## config.mk

```make
export PLATFORM = sky130hd
export DESIGN_NAME = cfg_image_sequencer
export DESIGN_NICKNAME = d
export VERILOG_FILES = /design/src/rtl/cfgseq_pkg.sv /design/src/rtl/cfgseq_pulse_qual.sv /design/src/rtl/cfgseq_addr_gen.sv /design/src/rtl/cfg_image_sequencer.sv
export SDC_FILE = /design/constraint.sdc
export NUM_CORES = 1
export LEC_CHECK = 0
export ABC_AREA = 1
export BUFFER_PORTS_ARGS = -buffer_cell sky130_fd_sc_hd__buf_2
export CORE_AREA = 2 2 96 98
export CTS_CLUSTER_DIAMETER = 60
export DETAILED_ROUTE_END_ITERATION = 16
export DIE_AREA = 0 0 98 100
export PLACE_DENSITY = 0.83
export SLEW_MARGIN = 10
export SYNTH_ARGS = -nofsm -noshare
export SYNTH_HDL_FRONTEND = slang
export SYNTH_SLANG_ARGS = --single-unit
```

## constraint.sdc

```tcl
create_clock -name clk -period 2.1 [get_ports clk]
set_input_delay 0.42 -clock clk [delete_from_list [all_inputs] [get_ports clk]]
set_output_delay 0.42 -clock clk [all_outputs]
set_load 0.02 [all_outputs]
```

## src/rtl/cfgseq_pkg.sv

```systemverilog
package cfgseq_pkg;

    typedef enum logic [1:0] {
        SEQ_INIT = 2'd0,
        SEQ_LOAD = 2'd1,
        SEQ_RUN  = 2'd2
    } seq_state_e;

    // status word layout, msb first: armed, multiboot, previous-top, current-top
    typedef struct packed {
        logic armed;
        logic mb;
        logic prev_top;
        logic cur_top;
    } img_status_t;

endpackage

```

## src/rtl/cfgseq_pulse_qual.sv

```systemverilog
module cfgseq_pulse_qual #(
    parameter int MIN_CYC = 75
) (
    input  logic clk,
    input  logic rst_n,
    input  logic sig_n,
    output logic fire
);
    localparam int CW = $clog2(MIN_CYC + 1);
    localparam logic [CW-1:0] SAT = CW'(MIN_CYC);

    typedef struct packed {
        logic [CW-1:0] cnt;
        logic          low;
        logic          fire;
    } qual_t;

    qual_t q_q, q_d;

    always_comb begin
        q_d = q_q;
        if (!sig_n) begin
            q_d.low  = 1'b1;
            q_d.fire = 1'b0;
            if (q_q.cnt != SAT) begin
                q_d.cnt = q_q.cnt + CW'(1);
            end
        end else begin
            q_d.fire = q_q.low && (q_q.cnt == SAT);
            q_d.cnt  = '0;
            q_d.low  = 1'b0;
        end
    end

    always_ff @(posedge clk or negedge rst_n) begin
        if (!rst_n) begin
            q_q <= '0;
        end else begin
            q_q <= q_d;
        end
    end

    assign fire = q_q.fire;

endmodule

```

## src/rtl/cfgseq_addr_gen.sv

```systemverilog
module cfgseq_addr_gen #(
    parameter int ADDR_W = 24,
    parameter int WORDS  = 96
) (
    input  logic              clk,
    input  logic              rst_n,
    input  logic              start,
    input  logic              from_top,
    input  logic              step,
    output logic [ADDR_W-1:0] addr,
    output logic              last
);
    localparam int CW = (WORDS > 2) ? $clog2(WORDS) : 1;
    localparam logic [CW-1:0] LAST_IDX = CW'(WORDS - 1);

    typedef struct packed {
        logic [ADDR_W-1:0] addr;
        logic [CW-1:0]     idx;
        logic              down;
    } ag_t;

    ag_t q_q, q_d;

    always_comb begin
        q_d = q_q;
        if (start) begin
            q_d.addr = from_top ? '1 : '0;
            q_d.idx  = '0;
            q_d.down = from_top;
        end else if (step) begin
            q_d.addr = q_q.down ? (q_q.addr - ADDR_W'(1)) : (q_q.addr + ADDR_W'(1));
            q_d.idx  = q_q.idx + CW'(1);
        end
    end

    always_ff @(posedge clk or negedge rst_n) begin
        if (!rst_n) begin
            q_q <= '0;
        end else begin
            q_q <= q_d;
        end
    end

    assign addr = q_q.addr;
    assign last = (q_q.idx == LAST_IDX);

endmodule

```

## src/rtl/cfg_image_sequencer.sv

```systemverilog
module cfg_image_sequencer
    import cfgseq_pkg::*;
#(
    parameter int ADDR_W        = 24,
    parameter int IMG_WORDS     = 96,
    parameter int CLK_PERIOD_NS = 4,
    parameter int TRIG_MIN_NS   = 300,
    parameter int PROG_MIN_NS   = 500,
    parameter int INIT_CYCLES   = 16
) (
    input  logic              clk,
    input  logic              rst_n,
    input  logic              prog_n,
    input  logic              mode_down,
    input  logic              trig_n,
    input  logic              arm_in,
    input  logic              data_ok,
    output logic              init_n,
    output logic              rd_en,
    output logic [ADDR_W-1:0] flash_addr,
    output logic              done,
    output logic [3:0]        status
);
    localparam int TRIG_CYC = (TRIG_MIN_NS + CLK_PERIOD_NS - 1) / CLK_PERIOD_NS;
    localparam int PROG_CYC = (PROG_MIN_NS + CLK_PERIOD_NS - 1) / CLK_PERIOD_NS;
    localparam int IW       = (INIT_CYCLES > 2) ? $clog2(INIT_CYCLES) : 1;
    localparam logic [IW-1:0] INIT_LAST = IW'(INIT_CYCLES - 1);

    typedef struct packed {
        seq_state_e  state;
        logic [IW-1:0] init_cnt;
        img_status_t st;
        logic        done;
    } seq_t;

    seq_t q_q, q_d;

    logic trig_fire, prog_fire;
    logic ag_start, ag_step, ag_last, load_top;

    cfgseq_pulse_qual #(.MIN_CYC(TRIG_CYC)) u_trig_qual (
        .clk  (clk),
        .rst_n(rst_n),
        .sig_n(trig_n),
        .fire (trig_fire)
    );

    cfgseq_pulse_qual #(.MIN_CYC(PROG_CYC)) u_prog_qual (
        .clk  (clk),
        .rst_n(rst_n),
        .sig_n(prog_n),
        .fire (prog_fire)
    );

    cfgseq_addr_gen #(.ADDR_W(ADDR_W), .WORDS(IMG_WORDS)) u_addr (
        .clk     (clk),
        .rst_n   (rst_n),
        .start   (ag_start),
        .from_top(load_top),
        .step    (ag_step),
        .addr    (flash_addr),
        .last    (ag_last)
    );

    always_comb begin
        q_d      = q_q;
        q_d.done = 1'b0;
        ag_start = 1'b0;
        ag_step  = 1'b0;
        // a multiboot reload follows the stored image, a first load the mode pin
        load_top = q_q.st.mb ? q_q.st.cur_top : mode_down;
        if (prog_fire) begin
            q_d.state    = SEQ_INIT;
            q_d.init_cnt = '0;
            q_d.st       = '0;
        end else begin
            unique case (q_q.state)
                SEQ_INIT: begin
                    if (q_q.init_cnt == INIT_LAST) begin
                        ag_start       = 1'b1;
                        q_d.state      = SEQ_LOAD;
                        q_d.st.cur_top = load_top;
                    end else begin
                        q_d.init_cnt = q_q.init_cnt + IW'(1);
                    end
                end
                SEQ_LOAD: begin
                    if (data_ok) begin
                        ag_step = 1'b1;
                        if (ag_last) begin
                            q_d.done     = 1'b1;
                            q_d.state    = SEQ_RUN;
                            q_d.st.armed = arm_in;
                        end
                    end
                end
                SEQ_RUN: begin
                    if (trig_fire && q_q.st.armed) begin
                        q_d.state       = SEQ_INIT;
                        q_d.init_cnt    = '0;
                        q_d.st.mb       = 1'b1;
                        q_d.st.prev_top = q_q.st.cur_top;
                        q_d.st.cur_top  = ~q_q.st.cur_top;
                        q_d.st.armed    = 1'b0;
                    end
                end
                default: begin
                    q_d.state = SEQ_INIT;
                end
            endcase
        end
    end

    always_ff @(posedge clk or negedge rst_n) begin
        if (!rst_n) begin
            q_q <= '{state: SEQ_INIT, init_cnt: '0, st: '0, done: 1'b0};
        end else begin
            q_q <= q_d;
        end
    end

    assign init_n = (q_q.state != SEQ_INIT);
    assign rd_en  = (q_q.state == SEQ_LOAD);
    assign done   = q_q.done;
    assign status = q_q.st;

endmodule

```

## After elaboration in Yosys (flattened, before gate mapping)

Cells that the tools add are included.
W data, S select, Z words.

- Multiplexer cells: 33
- $add $sub $neg: 6
- Equal/unequal tests: 13
- Reductions and logical operators: 17
- Bitwise logic cells: 1

Operators with widths:

| cell | count |
|---|---|
| $mux W31 | 2 |
| $mux W24 | 2 |
| $add A24 B1 Y24 const B | 1 |
| $sub A24 B1 Y24 const B | 1 |
| $add A7 B1 Y7 const B | 3 |
| $eq A7 B7 Y1 const B | 3 |
| $mux W10 | 2 |
| $mux W9 | 2 |
| $mux W1 | 14 |
| $mux W7 | 2 |
| $ne A7 B7 Y1 const B | 2 |
| $ne A3 B2 Y1 const B | 4 |
| $reduce_bool A2 Y1 | 6 |
| $mux W2 | 4 |
| $pmux W4 S2 | 1 |
| $reduce_and A4 Y1 | 2 |
| $pmux W2 S3 | 1 |
| $reduce_and A3 Y1 | 2 |
| $reduce_bool A3 Y1 | 2 |
| $add A4 B1 Y4 const B | 1 |
| $eq A4 B4 Y1 const B | 1 |
| $mux W4 | 1 |
| $pmux W1 S2 | 2 |
| $logic_and A1 B1 Y1 | 3 |
| 6 further kinds | 6 |

- Register bits: 61
- Bits of input ports: 7
- Word-level logic and storage cells: 86

## Depth between registers and ports, before layout

Gate-level depths: netlist of the first run.

- Depth in word-level cells: 5
- Depth in mapped cells: 12
- Depth with buffers taken out: 12

## Hierarchy

A second synthesis of the first run with hierarchy kept.

- Cell total of the unflattened synthesis: 629
- Area, all modules: 4520.6 um^2

By module, submodules not included:

| module | sequential area each (um^2) | times used | cells an instance | area an instance (um^2) |
|---|---|---|---|---|
| cfgseq_addr_gen | 800.8 | 1 | 419 | 2864.0 |
| cfg_image_sequencer | 275.3 | 1 | 100 | 724.4 |
| cfgseq_pulse_qual (u_prog_qual) | 225.2 | 1 | 59 | 483.0 |
| cfgseq_pulse_qual (u_trig_qual) | 225.2 | 1 | 51 | 449.2 |

## Least setup slack after synthesis of the first run

OpenSTA, ideal clock, no wires.

- Kind: register -> register
- Start point: reg u_addr.q_q[0] (netlist bit)
- End point: reg u_addr.q_q, in the netlist u_addr.addr[3]
- Arrival: 1964 ps
- Stages on the path, launching flop included: 7
- Library setup time: 120 ps
- Required time: 1980 ps
- Slack: 17 ps
- Period minus slack after synthesis: 2083 ps
- Path through: dfrtp_1 -> ha_1 -> or2_2 -> and2_1 -> or2_2 -> nand3_1 -> a21oi_2

- Longest elaborated chain between the ends: 3

RTL lines:

| item | line | RTL |
|---|---|---|
| start, declared | cfgseq_addr_gen.sv:22 | `ag_t q_q, q_d;` |
| start signal, assigned | cfgseq_addr_gen.sv:40 | `q_q <= q_d;` |
| $mux W24 | cfgseq_addr_gen.sv:31 | `q_d.addr = q_q.down ? (q_q.addr - ADDR_W'(1)) : (q_q.addr + ADDR_W'(1));` |
| $mux W31 | cfgseq_addr_gen.sv:30 | `end else if (step) begin` |
| $mux W31 | cfgseq_addr_gen.sv:26 | `if (start) begin` |

No other way between the ends. The select of a mux whose other input is x is not followed.
A chain may end at the register's enable or synchronous reset.

## Worst setup path in the final report of the first run

- Start point: reg u_addr.q_q[0] (netlist bit)
- End point: reg u_addr.q_q, in the netlist u_addr.addr[13]

The elaborated chain is that of the path after synthesis.

==> out/summary.txt, run 1 <==
outcome: finished, violations left
failing checks: negative setup slack
I/O Buffers: 37
layout net count: 755
placed instance area: 0.00490 sq mm
maximum clock path buffer count: 2
worst r2r path cells: 10
Synth cell types: 33
RSZ-0062 raised after global routing: true
Antenna diodes: 0
Synth area leader: dfrtp_1
die span in y: 100 um
DRC viols: 0
RePlAce Congestion: 0.990
initial antenna violation count: 0
global-route usage over all layers: 0.234
EDFF count, synth: 0
drt first pass iters: 5
Ys Warns: 0
htree depth: 3
setup ws final: -0.0135 ns
CTS Buf Count: 9
DIE AREA: 0.00980 sq mm
Seq/Total Area, Yosys: 0.321
Synthesized Nets: 730
Tcrit/Tclk final: 1.01
top cell type's share of synthesized area: 0.321
First DRT Iteration DRCs: 189
CTS tree: done
FFs w/ async S/R, synth: 1.00
Reg clk slew, reported paths: 0.07 ns
Final Max Slew Viols: 0
CTS Hold Buffers Added: 0
Rows: 35
antenna viol nets, final: 0
largest net degree at the start of global routing: 27
Critical Path Start Type: register
predominant post-synthesis flop cell: dfrtp_1
# Max-Cap Violations: 0
Initial Utilization: 0.534
Worst Path Arrival: 2.39 ns
hold slack: 0.0105 ns
setup_tns: -0.0135 ns
most frequent cells in the layout: nand2_1 (180), inv_1 (109), nor2_1 (72)
Post-Synthesis Cells: 691
number of global-route vias before repair: 4134
vias per cell: 5.20
Hold Crit Class: input port to asynchronous set/reset pin
#FFs+latches synth: 61
Setup-failing EPs final: 1
io pins: 38
Fin Clk Skew: 0.00792 ns
Max Clk Rate: 473 MHz
Hold Vio Cnt, Final: 0
Clock Root Buffer: clkbuf_8
Crit. End Element: register
layout cells sized above 1: 0.199
WS Path Type: register to register
die width: 98 um
final instance area: 0.00535 sq mm
Crit Path Max Fanout: 10
Relative slew margins: 0.580
DR WL/cell: 13.7 um
hpwl dp: 8.38 mm
Final min period: 2.11 ns
Clk Latency, worst-skew pair: 0.36 ns
drt total wl: 11.4 mm
Area Growth Syn to Fin: 12.6%
global-route wire length before repair: 18.6 mm
final global-route overflow total: 0
core outline area: 0.00889 sq mm
Post-Syn Area per Cell: 6.87 sq um
Cell Area, Synth: 0.00475 sq mm
Worst Path Required: 2.38 ns
commonest non-fill, non-tap cell in the layout: nand2_1
Clock Sinks: 61
Vias: 4325
Worst-Margin Slew: 0.624 ns
top post-synthesis cells by area: dfrtp_1 (32%), nand2_1 (15%), inv_1 (8.6%)
-- cell usage after synthesis, types with 2 or more instances --
library cell,number
nand2_1,190
nor2_1,78
buf_6,3
a21oi_2,20
o21ai_0,21
dfrtp_1,61
ha_1,31
buf_4,28
o22ai_1,2
o211ai_1,3
a21oi_1,35
nor4_1,2
buf_2,4
or2_2,8
nand4_1,8
nand3_4,2
xor2_1,4
nand3b_1,4
xnor2_1,3
inv_1,109
inv_2,3
nor2_2,2
nand2_4,3
nand3_1,52
nor3_1,7
-- cell families after synthesis --
kind of cell,synth area share
compound gates,0.108
fa+ha+maj,0.0859
simple gates,0.325
flops,0.321
buf+inv,0.147
xor+xnor,0.0129
-- what timing repair did --
item                                    4_1_cts  5_1_grt
pin swaps                                     0        3
buffers inserted                              0        1
endpoints found under the setup margin        3       17
gates resized for setup                       1       52
hold endpoints to repair                      0        0
-- final cells by class --
cell class              count  area [sq um]
fillers                   799          3540
multi-input cells         481          2770
flip-flops and latches     61          1530
inverters                 114           435
repair buffers             49           308
clock buffers              11           141
well taps                 111           139
clock inverters             4          25.0
-- critical path, cell delays in order (launching register included) --
cell and delay, ns:
dfrtp_2 0.45, buf_12 0.17, ha_2 0.31, or2_2 0.31, nand3_1 0.09, nand2_1 0.13, nand3_1 0.15, nand2_1 0.08
nand2_1 0.07, nand3_1 0.11, a21oi_2 0.15
-- metal layers --
metal	GRT usage	vias to the layer above	wire [um]
met1	0.289	1979	5040
met2	0.413	114	5570
li1	-	2204	-
met3	0.0474	28	478
met4	0.0769	0	311
met5	0	-	0
-- state kept, by name, indices dropped and copies added (netlist names) --
name              cells
q_q                   6
status                4
u_trig_qual.fire      1
u_addr.addr          24
u_trig_qual.q_q       8
u_prog_qual.q_q       8
u_addr.q_q            8
done                  1
u_prog_qual.fire      1
-- metrics by stage --
step                      instances  setup slack (ns)  utilization
final                           831           -0.0135        0.602
after global routing            831           -0.0821        0.602
after CTS                       830           0.00342        0.571
after detailed placement        815           -0.0233        0.552
after global placement          815            0.0433        0.552
after floorplan                 691            0.0166            -
-- worst paths after layout --
path | start | end | slack, ns
worst max-delay path | u_addr.q_q[0] | u_addr.addr[13] | -0.01
worst min-delay path | rst_n | u_addr.addr[7] | 0.01
worst max register to register | u_addr.q_q[0] | u_addr.addr[13] | -0.01
worst min register to register | u_prog_qual.q_q[1] | u_prog_qual.fire | 0.49
max in group asynchronous | rst_n | status[3] | 1.44
min in group clk | trig_n | u_trig_qual.q_q[2] | 0.25
Power of run 1 is not shown: default switching activity piles up to over one toggle a cycle in this logic, so the estimate is an artifact.
==> run 2, diff against run 1 <==
--- a/config.mk
+++ b/config.mk
@@ -12,6 +12,7 @@
 export DETAILED_ROUTE_END_ITERATION = 16
 export DIE_AREA = 0 0 98 100
 export PLACE_DENSITY = 0.83
+export SKIP_CTS_REPAIR_TIMING = 1
 export SLEW_MARGIN = 10
 export SYNTH_ARGS = -nofsm -noshare
 export SYNTH_HDL_FRONTEND = slang
==> constraint.sdc (replaced) <==
create_clock -name clk -period 1.8 [get_ports clk]
set_input_delay 0.36 -clock clk [delete_from_list [all_inputs] [get_ports clk]]
set_output_delay 0.36 -clock clk [all_outputs]
set_load 0.02 [all_outputs]
==> run 2 against run 1 <==
Global-route usage grew 0.56 points. Utilization grew 9.8 points. Maximum frequency shrank 3.4%. Hold slack lost 0.022 ns. The flow finishes with violations (negative hold slack, negative setup slack). Sequential cell count is the same. Die area is the same. Largest cell class unchanged. Register-to-register slack lost 0.37 ns. Routed wire length grew 25%. First-iteration DRC count grew to 2.6 times the previous value. Critical path depth grew 1.
==> out/summary.txt, run 2 (synthesized netlist as in run 1, its figures left out) <==
Setup WS pre-CTS: -0.389 ns (was -0.0233 ns)
DIE AREA: 0.00980 sq mm (unchanged)
Fin Clk Skew: 0.0147 ns (was 0.00792 ns)
Reg clk slew, reported paths: 0.08 ns (was 0.07 ns)
Antenna diodes: 0 (unchanged)
CTS tree: done (unchanged)
fill count: 668 (was 799)
Initial Utilization: 0.534 (unchanged)
First DRT Iteration DRCs: 490 (was 189)
wire length on met1: 5.27 mm (was 5.04 mm)
htree depth: 3 (unchanged)
top layer in use: met4 (unchanged)
CP startpoint: u_addr.q_q[0] (unchanged)
Final Max Slew Viols: 0 (unchanged)
# Max-Cap Violations: 0 (unchanged)
layout cells sized above 1: 0.368 (was 0.199)
Relative slew margins: 0.651 (was 0.580)
I/O Buffers: 37 (unchanged)
Worst Path Required: 2.05 ns (was 2.38 ns)
setup ws final: -0.388 ns (was -0.0135 ns)
placed cells: 848 (was 815)
Max stage delay on crit path: 0.58 ns (was 0.45 ns)
global-route wire length before repair: 19.3 mm (was 18.6 mm)
die span in y: 100 um (unchanged)
Tcrit/Tclk final: 1.22 (was 1.01)
Clk Latency, worst-skew pair: 0.37 ns (was 0.36 ns)
DRC viols: 0 (unchanged)
crit path cell chain: buf_12 -> ha_4 -> nand2_1 -> nand2_2 -> inv_1 -> nand2_1 -> inv_1 -> nand3_2 -> or2_2 -> nand3_2 -> a21oi_2 (was buf_12 -> ha_2 -> or2_2 -> nand3_1 -> nand2_1 -> nand3_1 -> nand2_1 -> nand2_1 -> nand3_1 -> a21oi_2)
commonest non-fill, non-tap cell in the layout: nand2_1 (unchanged)
Setup-failing EPs final: 21 (was 1)
die width: 98 um (unchanged)
Crit Path Max Fanout: 8 (was 10)
hpwl dp: 8.54 mm (was 8.38 mm)
Worst-Margin Slew: 0.518 ns (was 0.624 ns)
max reg flops: 24 (unchanged)
CTS Buf Count: 9 (unchanged)
Clock Sinks: 61 (unchanged)
DR WL/cell: 16.1 um (was 13.7 um)
drt total wl: 14.2 mm (was 11.4 mm)
Final min period: 2.19 ns (was 2.11 ns)
worst r2r path cells: 11 (was 10)
core outline area: 0.00889 sq mm (unchanged)
R2R Setup Slk: -0.39 ns (was -0.01 ns)
largest net degree at the start of global routing: 62 (was 27)
met2 wire length: 7.27 mm (was 5.57 mm)
io pins: 38 (unchanged)
Finished Layout Cells: 881 (was 831)
Hold Vio Cnt, Final: 9 (was 0)
vias per cell: 5.62 (was 5.20)
RSZ-0062 raised after global routing: true (unchanged)
Clock Root Buffer: clkbuf_8 (unchanged)
Crit. End Element: register (unchanged)
failing checks: negative hold slack, negative setup slack (was negative setup slack)
fin util: 0.700 (was 0.602)
Worst Path Arrival: 2.44 ns (was 2.39 ns)
Rows: 35 (unchanged)
Vias: 4949 (was 4325)
initial antenna violation count: 0 (unchanged)
RePlAce Congestion: 0.984 (was 0.990)
R2R Path End: u_addr.addr[9] (was u_addr.addr[13])
number of global-route vias before repair: 4424 (was 4134)
WS Path Type: register to register (unchanged)
drt first pass iters: 5 (unchanged)
global-route usage over all layers: 0.240 (was 0.234)
hold slack: -0.0117 ns (was 0.0105 ns)
Area Growth Syn to Fin: 31.0% (was 12.6%)
CP max-delay cell: dfrtp_4 (was dfrtp_2)
Critical Path Start Type: register (unchanged)
final global-route overflow total: 0 (unchanged)
most frequent cells in the layout: nand2_1 (147), inv_1 (98), dfrtp_1 (60) (was nand2_1 (180), inv_1 (109), nor2_1 (72))
R2R Path Start: u_addr.q_q[0] (unchanged)
Hold Crit Class: input port to asynchronous set/reset pin (unchanged)
DR WL met3: 1.08 mm (was 478 um)
maximum clock path buffer count: 2 (unchanged)
layout net count: 804 (was 755)
outcome: finished, violations left (unchanged)
antenna viol nets, final: 0 (unchanged)
Max Clk Rate: 457 MHz (was 473 MHz)
[run 2: worst max-delay path: cells and delay by family (launching register included)]
| family | cells | cell delay (ns) |
|---|---|---|
| AND/OR/NAND/NOR | 6 | 0.81 |
| flip-flops | 1 | 0.58 |
| buffers and inverters | 3 | 0.39 |
| adder cells (fa/ha/maj) | 1 | 0.25 |
| AO/OA/AOI/OAI | 1 | 0.05 |
[run 2: final cells by class]
| type | instances | area, sq um | area share |
|---|---|---|---|
| multi-input cells | 481 | 3200 | 0.514 |
| well taps | 111 | 139 | 0.0223 |
| clock inverters | 6 | 63.8 | 0.0103 |
| clock buffers | 10 | 128 | 0.0205 |
| inverters | 114 | 440 | 0.0708 |
| flip-flops and latches | 61 | 1530 | 0.246 |
| repair buffers | 98 | 722 | 0.116 |
[run 2: through the flow]
step | TNS, ns | cell area (sq um)
final | -4.94 | 6220
after global routing | -6.44 | 6220
after CTS | -5.70 | 5370
after detailed placement | -5.33 | 5180
after global placement | -4.98 | 5180
after floorplan | -0.167 | 4770
[run 2: how the worst max path moves through the flow]
stage,endpoint
CTS,u_addr.addr[18]
global placement,u_addr.addr[18]
detailed placement,u_addr.addr[7]
finish,u_addr.addr[9]
global route,u_addr.addr[17]
floorplan,u_addr.addr[23]
[run 2: routing by layer]
| layer | global-route usage | vias up |
|---|---|---|
| met5 | 0 | - |
| met4 | 0.0908 | 0 |
| met3 | 0.0390 | 60 |
| met2 | 0.430 | 240 |
| met1 | 0.291 | 2342 |
| li1 | - | 2307 |
Power of run 2 is left out for the same reason.
